**config.mk**
```make
export PLATFORM = sky130hd
export DESIGN_NAME = sa_miter
export DESIGN_NICKNAME = d
export VERILOG_FILES = /design/src/rtl/sa_miter_pkg.sv /design/src/rtl/sa_netlist.sv /design/src/rtl/sa_miter.sv
export SDC_FILE = /design/constraint.sdc
export NUM_CORES = 1
export LEC_CHECK = 0
export BUFFER_PORTS_ARGS = -buffer_cell sky130_fd_sc_hd__buf_2
export CORE_AREA = 4 4 41 43
export DETAILED_ROUTE_END_ITERATION = 6
export DIE_AREA = 0 0 45 47
export PLACE_DENSITY = 0.51
export SKIP_CTS_REPAIR_TIMING = 1
export SYNTH_ARGS = -nofsm -noshare
export SYNTH_HDL_FRONTEND = slang
export SYNTH_SLANG_ARGS = --single-unit
```
**constraint.sdc**
```tcl
create_clock -name clk -period 1.1 [get_ports clk]
set_input_delay 0 -clock clk [delete_from_list [all_inputs] [get_ports clk]]
set_output_delay 0 -clock clk [all_outputs]
set_load 0.01 [all_outputs]
```
**src/rtl/sa_miter_pkg.sv**
```systemverilog
package sa_miter_pkg;
    localparam int VEC_W    = 3;
    localparam int SITE_W   = 3;
    localparam int NET_CNT  = 7;
    localparam logic [SITE_W-1:0] SITE_NONE = SITE_W'(NET_CNT);

    typedef enum logic {
        ST_WAIT = 1'b0,
        ST_SHOW = 1'b1
    } ctrl_state_t;

    typedef struct packed {
        logic good;
        logic faulty;
        logic act;
    } result_t;
endpackage

```
**src/rtl/sa_netlist.sv**
```systemverilog
module sa_netlist
    import sa_miter_pkg::*;
(
    input  logic [VEC_W-1:0]  vec,
    input  logic              inject,
    input  logic [SITE_W-1:0] site,
    input  logic              stuck,
    output logic              z,
    output logic              tap
);
    localparam int TAP_N = 1 << SITE_W;

    logic [TAP_N-1:0] net;

    function automatic logic pin(input logic raw, input int idx,
                                 input logic en, input logic [SITE_W-1:0] s,
                                 input logic v);
        return (en && s == SITE_W'(idx)) ? v : raw;
    endfunction

    always_comb begin
        net    = '0;
        net[0] = pin(vec[0],          0, inject, site, stuck);
        net[1] = pin(vec[1],          1, inject, site, stuck);
        net[2] = pin(vec[1],          2, inject, site, stuck);
        net[3] = pin(vec[2],          3, inject, site, stuck);
        net[4] = pin(net[0] & net[1], 4, inject, site, stuck);
        net[5] = pin(net[2] & net[3], 5, inject, site, stuck);
        net[6] = pin(net[4] | net[5], 6, inject, site, stuck);
        z      = net[NET_CNT-1];
        tap    = (site == SITE_NONE) ? 1'b0 : net[site];
    end
endmodule

```
**src/rtl/sa_miter.sv**
```systemverilog
module sa_miter
    import sa_miter_pkg::*;
(
    input  logic              clk,
    input  logic              rst,
    input  logic              in_valid,
    input  logic [VEC_W-1:0]  vec,
    input  logic              fault_en,
    input  logic [SITE_W-1:0] fault_site,
    input  logic              stuck_val,
    output logic              out_valid,
    output logic              good_z,
    output logic              faulty_z,
    output logic              detected,
    output logic              activated
);
    ctrl_state_t state_q, state_d;
    result_t     res_q, res_d;
    logic        g_z, f_z, g_tap, f_tap_unused;

    sa_netlist u_good (
        .vec(vec), .inject(1'b0), .site(fault_site), .stuck(stuck_val),
        .z(g_z), .tap(g_tap)
    );

    sa_netlist u_faulty (
        .vec(vec), .inject(fault_en), .site(fault_site), .stuck(stuck_val),
        .z(f_z), .tap(f_tap_unused)
    );

    always_comb begin
        res_d.good   = g_z;
        res_d.faulty = f_z;
        res_d.act    = fault_en && (fault_site != SITE_NONE) && (g_tap != stuck_val);
    end

    always_comb begin
        state_d = state_q;
        unique case (state_q)
            ST_WAIT: if (in_valid)  state_d = ST_SHOW;
            ST_SHOW: if (!in_valid) state_d = ST_WAIT;
            default: state_d = ST_WAIT;
        endcase
    end

    always_ff @(posedge clk) begin
        if (rst) state_q <= ST_WAIT;
        else     state_q <= state_d;
    end

    always_ff @(posedge clk) begin
        if (rst)           res_q <= '0;
        else if (in_valid) res_q <= res_d;
    end

    always_comb begin
        out_valid = (state_q == ST_SHOW);
        good_z    = res_q.good;
        faulty_z  = res_q.faulty;
        detected  = res_q.good ^ res_q.faulty;
        activated = res_q.act;
    end

    AST_GOOD_FUNC: assert property (@(posedge clk) disable iff (rst)
        in_valid |=> good_z == ($past(vec[0] & vec[1]) | $past(vec[1] & vec[2])));
    AST_NO_INJECT_QUIET: assert property (@(posedge clk) disable iff (rst)
        (in_valid && !fault_en) |=> (!detected && !activated));
    AST_DETECT_NEEDS_ACT: assert property (@(posedge clk) disable iff (rst)
        detected |-> activated);
    AST_VALID_FOLLOWS: assert property (@(posedge clk) disable iff (rst)
        in_valid |=> out_valid);
    AST_VALID_DROPS: assert property (@(posedge clk) disable iff (rst)
        !in_valid |=> (!out_valid && $stable(good_z) && $stable(faulty_z) && $stable(activated)));
endmodule

```
# Word level (Yosys, flattened, before mapping)
# Index checks and enable logic that the tools add are counted.
[classes]
eq_ne = 9
bitwise_logic = 7
muxes = 11
reduce_logical = 10
n_lt_le_gt_ge = 1
[ops]
columns = ["op", "count"]
rows = [
  ["equality test 3 bit, second input constant", 4],
  ["2-to-1 mux 1 bit", 10],
  ["logical AND 1 bit", 9],
  ["equality test 3 x 2 -> 1 bit, second input constant", 2],
  ["bitwise AND 1 bit", 4],
  ["< comparator 3 x 4 -> 1 bit, second input constant", 1],
  ["binary-select mux 1 bit (select 3 bit)", 1],
  ["equality test 3 x 1 -> 1 bit, second input constant", 1],
  ["logical NOT 3 bit", 1],
  ["inequality test 3 bit, second input constant", 1],
  ["OR 1 bit", 2],
  ["inequality test 1 bit", 1],
  ["bitwise XOR 1 bit", 1],
]
[word_totals]
out_inout_bits = 5
word_cells = 42
regBits = 4
inputBits = 11

# Depth between registers and ports, before layout
# Gate-level depths: netlist of the first run.
[depth]
depth_word = 7
depth_mapped = 5

# By module
# Synthesis of the first run repeated with hierarchy kept, for this count alone.
[unflattened]
cells_unflattened = 98
hier_area_um2 = 683.2
[by_module_without_submodules]
columns = ["mod", "instances", "area_each_um2", "cells_per_inst", "seq_area_each_um2"]
rows = [
  ["sa_netlist", 2, 256.5, 41, 0.0],
  ["sa_miter", 1, 170.2, 16, 80.1],
]

# Least setup slack after synthesis of the first run
# Ideal clock, no wire load.
[synth_timing]
kind = "input port to flip-flop"
from = "input fault_site[1]"
to = "register res_q (netlist bit activated)"
required_time_ps = 1005
setup_time_ps = 95
n_path_buf = 1
arrival_time_ps = 856
stages = 5
path_slack_ps = 148
path_cell_list = "buf_6 mux2i_1 o221ai_2 a2111o_1 o311ai_1"
[synth_between]
elab_chain_len = 5
[synth_rtl]
columns = ["element", "line_no", "rtl"]
rows = [
  ["start, declared", "sa_miter.sv:9", "input logic [SITE_W-1:0] fault_site,"],
  ["binary-select mux 1 bit (select 3 bit)", "sa_netlist.sv:31", "tap = (site == SITE_NONE) ? 1'b0 : net[site];"],
  ["2-to-1 mux 1 bit (implied by the code)", "sa_netlist.sv:31", ""],
  ["2-to-1 mux 1 bit", "sa_netlist.sv:31", ""],
  ["inequality test 1 bit", "sa_miter.sv:34", "res_d.act = fault_en && (fault_site != SITE_NONE) && (g_tap != stuck_val);"],
  ["logical AND 1 bit *", "sa_miter.sv:34", ""],
  ["end signal, assigned", "sa_miter.sv:53", "else if (in_valid) res_q <= res_d;"],
  ["end, declared", "sa_miter.sv:18", "result_t res_q, res_d;"],
]
# Every way passes the cells marked *; elsewhere a longest branch is shown, timed or not. The select of a mux whose other input is x is not followed.
# A chain may end at the register's enable or synchronous reset.

# Worst setup path after layout of the first run
# Same ends and word-level chain as after synthesis.

==> results of run 1 <==
-- state kept, by name (all words and copies together) (netlist names) --
signal,cells
good_z,1
activated,1
faulty_z,1
out_valid,1
-- per-layer routing --
metal / track usage [%] / wire, um
met1: 12.3 / 400
met2: 16.9 / 540
met3: 0.383 / 40
met4: 7.02 / 0
met5: 0 / 0
-- cells by family after synthesis --
group,after synthesis,synth area share (%)
flip-flops,4,20.2
XOR/XNOR,3,6.63
multiplexers,2,5.05
buffers and inverters,7,11.4
AO/OA/AOI/OAI,16,32.5
AND/OR/NAND/NOR,18,24.3
-- stage by stage --
| stage | util, % | worst slack (ns) | hold WS [ns] | std cells | area [um2] |
|---|---|---|---|---|---|
| 5_1_grt | 40.4 | 0.121 | 0.0160 | 84 | 526 |
| 3_3_place_gp | 38.7 | -0.0451 | 0.247 | 81 | 503 |
| 6_report | 40.4 | 0.207 | -0.00154 | 84 | 526 |
| 4_1_cts | 40.4 | 0.199 | -0.00501 | 84 | 526 |
| 3_5_place_dp | 38.7 | -0.0490 | 0.245 | 81 | 503 |
| 2_1_floorplan | - | 0.148 | 0.0691 | 50 | 397 |
-- path summary, 6_finish.rpt --
kind	from	end	slack, ns	cells after the start
setup reg to reg	faulty_z	faulty_z	0.39	3
hold / removal	rst	good_z	-0.002	2
setup / recovery	fault_site[1]	activated	0.21	5
hold reg to reg	good_z	good_z	0.49	2
-- layout by cell type, fill, tap and decap left out, drive strengths merged --
master,netlist,final
o31ai,1,1
a2111o,1,1
nor2,4,4
mux2i,2,2
nand3,3,3
a31oi,2,2
nor2b,2,2
a21oi,2,2
nand4b,1,1
a41o,1,1
nand2,3,3
o211ai,1,1
xnor2,2,2
inv,4,4
nand2b,3,3
clkbuf,0,3
o31a,1,1
o2111a,1,1
or3b,1,1
o221ai,2,2
o21ai,2,2
o311ai,1,1
a211oi,1,1
xor2,1,1
dfxtp,4,4
buf,3,19
or2,1,1
-- area by class of cell --
class | instances | area (um2)
tap | 15 | 18.8
clock buffer | 3 | 22.5
fill | 141 | 776
timing repair buffer | 19 | 118
inverter | 4 | 15.0
multi-input combinational | 39 | 272
sequential | 4 | 80.1
-- worst reg2reg max path, cell delays in order, from the launching register on --
cell	delay (ns)
dfxtp_1	0.37
nor2_1	0.05
nor2_1	0.09
o31a_1	0.13
-- where the power goes --
group / switching [mW] / internal (mW) / total [mW]
logic: 0.0810 / 0.0758 / 0.157
clock network: 0.0647 / 0.122 / 0.187
registers: 0.00591 / 0.155 / 0.161
==> qor.txt, run 1 <==
Setup crit start kind -> input pin
Mean Syn Cell Area -> 7.93 um2
PwrDens -> 960 nW/um2
Worst slew pin tran -> 0.225 ns
Post-synth EDFFs -> 0
CP delay by family, top -> compound AO/OA/AOI/OAI gates
Crit end category -> register
Antenna viol nets, final -> 0
H-tree Lvls -> 1
Die area -> 2120 um2
Routed WL per cell -> 11.7 um
Clk slew on worst S/H paths -> 0.04 ns
Tot GR Track Use -> 10.0%
Max-Cap Viols -> 0
Placeable Area -> 1300 um2
Total Nets Final -> 82
Rel. slew slack -> 84.9%
Final Hold Viols -> 1
Setup-failing EPs final -> 0
Syn_nets -> 61
Setup_tns -> 0 ns
GPL Wtd Cong -> 0.836
Initial Util -> 30.5%
Vias in the first global route -> 382
Iteration-0 DRC Markers -> 9
Yosys reg bits -> 4
Yosys top cell area share -> 20.2%
Initial antenna violation count -> 0
CTS buffer count -> 3
Final max-slew violation count -> 0
DRC viols -> 0
CTS Sinks -> 4
Sequential element share of the synthesized area -> 20.2%
Congestion Overflow GR -> 0
First-pass DRT Iterations -> 4
Synth Flop Type -> dfxtp_1
Maximum root-to-sink buffer count -> 2
Die Height -> 47 um
Worst Path Max Fanout -> 4
DRT Wirelength -> 982 um
Post-Synthesis Cell Area -> 397 um2
Crit-path slowest cell -> a2111o_1
HPWL after DPL -> 791 um
Post-synth ARST share -> 0%
Total Power -> 504 uW
DR vias/cell -> 5.15
Outcome -> finished, violations left
Crit path time final -> 0.893 ns
Violated checks -> hold timing
Clock root buffer -> clkbuf_4
Top cells by area, synth -> dfxtp_1, buf_6, mux2i_1
Synth cell types -> 29
Ports -> 16
YS warnings -> 0
Fmax -> 1120 MHz
Max VDD drop -> 0.306 mV
Crit path buffers/inverters -> 1
Total number of vias -> 433
Top cells by count, synth -> dfxtp_1, inv_1, nor2_1
First-pass GRT wire length -> 1580 um
Critical path cell sequence -> buf_2, mux2i_1, o221ai_1, a2111o_1, o311ai_1
Rows -> 13
Crit Path Class -> input pin to register
Area Growth Syn to Fin -> 32.5%
Antenna Cells -> 0
Crit-path max cell delay -> 0.42 ns
Synth Instances -> 50
Fraction of layout cells with a size suffix above 1 -> 34.8%
Leakage -> 0.240 nW
Worst path required time -> 1.24 ns
Die width -> 45 um
Tcrit/Tclk final -> 81.2%
Port bufs -> 15
Post-synthesis cell type with the largest combined area -> dfxtp_1
WHS -> -0.00154 ns
Largest net degree at the start of global routing -> 10
Clock Skew -> 0 ns
RSZ-0062 raised after global routing -> no
TritonCTS clock tree -> done
HP Class -> input pin to register
Critical Path AT -> 1.03 ns
Clk_lat worst skew -> 0.23 ns
No activity file was read; power rests on OpenSTA's default activity.
==> run 2, diff against run 1 <==
Clock period 1.1 ns to 0.9 ns, I/O delays scaled along.
==> qor.txt, run 2 (same netlist as run 1, synthesis figures left out) <==
Outcome -> completed (was finished, violations left)
Max VDD drop -> 0.354 mV (was 0.306 mV)
Leakage -> 0.275 nW (was 0.240 nW)
Setup_tns -> 0 ns (unchanged)
DRC viols -> 0 (unchanged)
Worst path required time -> 1.03 ns (was 1.24 ns)
Worst slew pin tran -> 0.251 ns (was 0.225 ns)
HPWL after DPL -> 848 um (was 791 um)
Iteration-0 DRC Markers -> 2 (was 9)
Maximum root-to-sink buffer count -> 2 (unchanged)
RSZ-0062 raised after global routing -> no (unchanged)
Commonest non-fill, non-tap cell in the layout -> buf_2 (unchanged)
Die area -> 2120 um2 (unchanged)
First-pass DRT Iterations -> 2 (was 4)
GPL Wtd Cong -> 0.879 (was 0.836)
Tcrit/Tclk final -> 94.7%
Critical path cell sequence -> clkbuf_4, mux2i_2, o221ai_2, a2111o_1, o311ai_1 (was buf_2, mux2i_1, o221ai_1, a2111o_1, o311ai_1)
Crit Path Class -> input pin to register (unchanged)
Routed WL per cell -> 11.5 um (was 11.7 um)
Total number of vias -> 466 (was 433)
Antenna Cells -> 0 (unchanged)
Area Growth Syn to Fin -> 50.8% (was 32.5%)
Clk slew on worst S/H paths -> 0.04 ns (about the same)
Fill cells -> 133 (was 141)
Total Nets Final -> 89 (was 82)
Port bufs -> 15 (unchanged)
Antenna viol nets, final -> 0 (unchanged)
Max-Cap Viols -> 0 (unchanged)
Most frequent cells in the layout -> buf_2, buf_4, inv_1, nor2_1, clkbuf_4 (was buf_2, inv_1, nor2_1, dfxtp_1)
TritonCTS clock tree -> done (unchanged)
Initial antenna violation count -> 0 (unchanged)
DR vias/cell -> 5.12 (was 5.15)
HP Class -> input pin to register (unchanged)
Final Hold Viols -> 0 (was 1)
Total Power -> 644 uW (was 504 uW)
Final max-slew violation count -> 0 (unchanged)
Ports -> 16 (unchanged)
Die Height -> 47 um (unchanged)
CP delay by family, top -> compound AO/OA/AOI/OAI gates (unchanged)
Setup crit start kind -> input pin (unchanged)
Crit end category -> register (unchanged)
Crit-path max cell delay -> 0.42 ns (about the same)
CTS buffer count -> 3 (unchanged)
Rows -> 13 (unchanged)
Crit path buffers/inverters -> 1 (unchanged)
Vias in the first global route -> 429 (was 382)
Setup-failing EPs final -> 0 (unchanged)
Largest net degree at the start of global routing -> 10 (unchanged)
DRT Wirelength -> 1050 um (was 982 um)
Placeable Area -> 1300 um2 (unchanged)
Congestion Overflow GR -> 0 (unchanged)
Clk_lat worst skew -> 0.23 ns (about the same)
Die width -> 45 um (unchanged)
H-tree Lvls -> 1 (unchanged)
Rel. slew slack -> 83.0% (was 84.9%)
CTS Sinks -> 4 (unchanged)
Clock Skew -> 0 ns (unchanged)
Fmax -> 1170 MHz
Worst Path Max Fanout -> 8 (was 4)
Crit path time final -> 0.852 ns
Tot GR Track Use -> 11.1% (was 10.0%)
Clock root buffer -> clkbuf_4 (unchanged)
Crit-path slowest cell -> a2111o_1 (unchanged)
PwrDens -> 1080 nW/um2 (was 960 nW/um2)
Initial Util -> 30.5% (unchanged)
First-pass GRT wire length -> 1750 um (was 1580 um)
Critical Path AT -> 0.98 ns (was 1.03 ns)
Fraction of layout cells with a size suffix above 1 -> 48.7% (was 34.8%)
run 2: cell types whose count changed in the layout (fill, tap and decap cells not counted), sizes merged:
cell    change
buf         +6
clkbuf      +1
run 2: final timing paths:
check,from,to,slack [ns],cells past startpoint
worst min-delay path,rst,good_z,0.003,2
worst max register to register,activated,activated,0.14,2
worst min register to register,good_z,good_z,0.48,2
worst max-delay path,vec[1],activated,0.05,5
run 2: through the flow:
stage               instance area [um2]  utilization, %  cells  hold slack, ns  worst slack [ns]
floorplan                           397               -     50          0.0691           -0.0517
global placement                    543            41.7     88           0.246            -0.235
detailed placement                  543            41.7     88           0.252            -0.274
CTS                                 566            43.5     91         0.00128           -0.0253
global route                        598            46.0     91          0.0169           0.00315
finish                              598            46.0     91         0.00333            0.0480
run 2: worst register-to-register path: stages, from the launching register on:
cell and delay (ns):
dfxtp_1 0.34, inv_1 0.04, o311ai_1 0.28
run 2: power breakdown:
group	leakage, nW	switching, mW	internal [mW]
combinational	0.228	0.110	0.117
clock	0.0138	0.0703	0.149
sequential	0.0337	0.00737	0.191
total	0.275	0.187	0.456
run 2: cell type report:
cell class                 instances  area, um2  area share, %
clock buffer                       3       22.5           3.77
inverter                           4       15.0           2.51
multi-input combinational         39        293           49.0
sequential                         4       82.6           13.8
tap                               15       18.8           3.14
timing repair buffer              26        166           27.8
run 2: per-layer routing:
| metal | global-route usage (%) | routed length, um | up-vias |
|---|---|---|---|
| li1 | - | - | 239 |
| met1 | 13.0 | 460 | 221 |
| met2 | 18.6 | 554 | 6 |
| met3 | 3.07 | 35 | 0 |
| met4 | 5.85 | 0 | 0 |
| met5 | 0 | 0 | - |
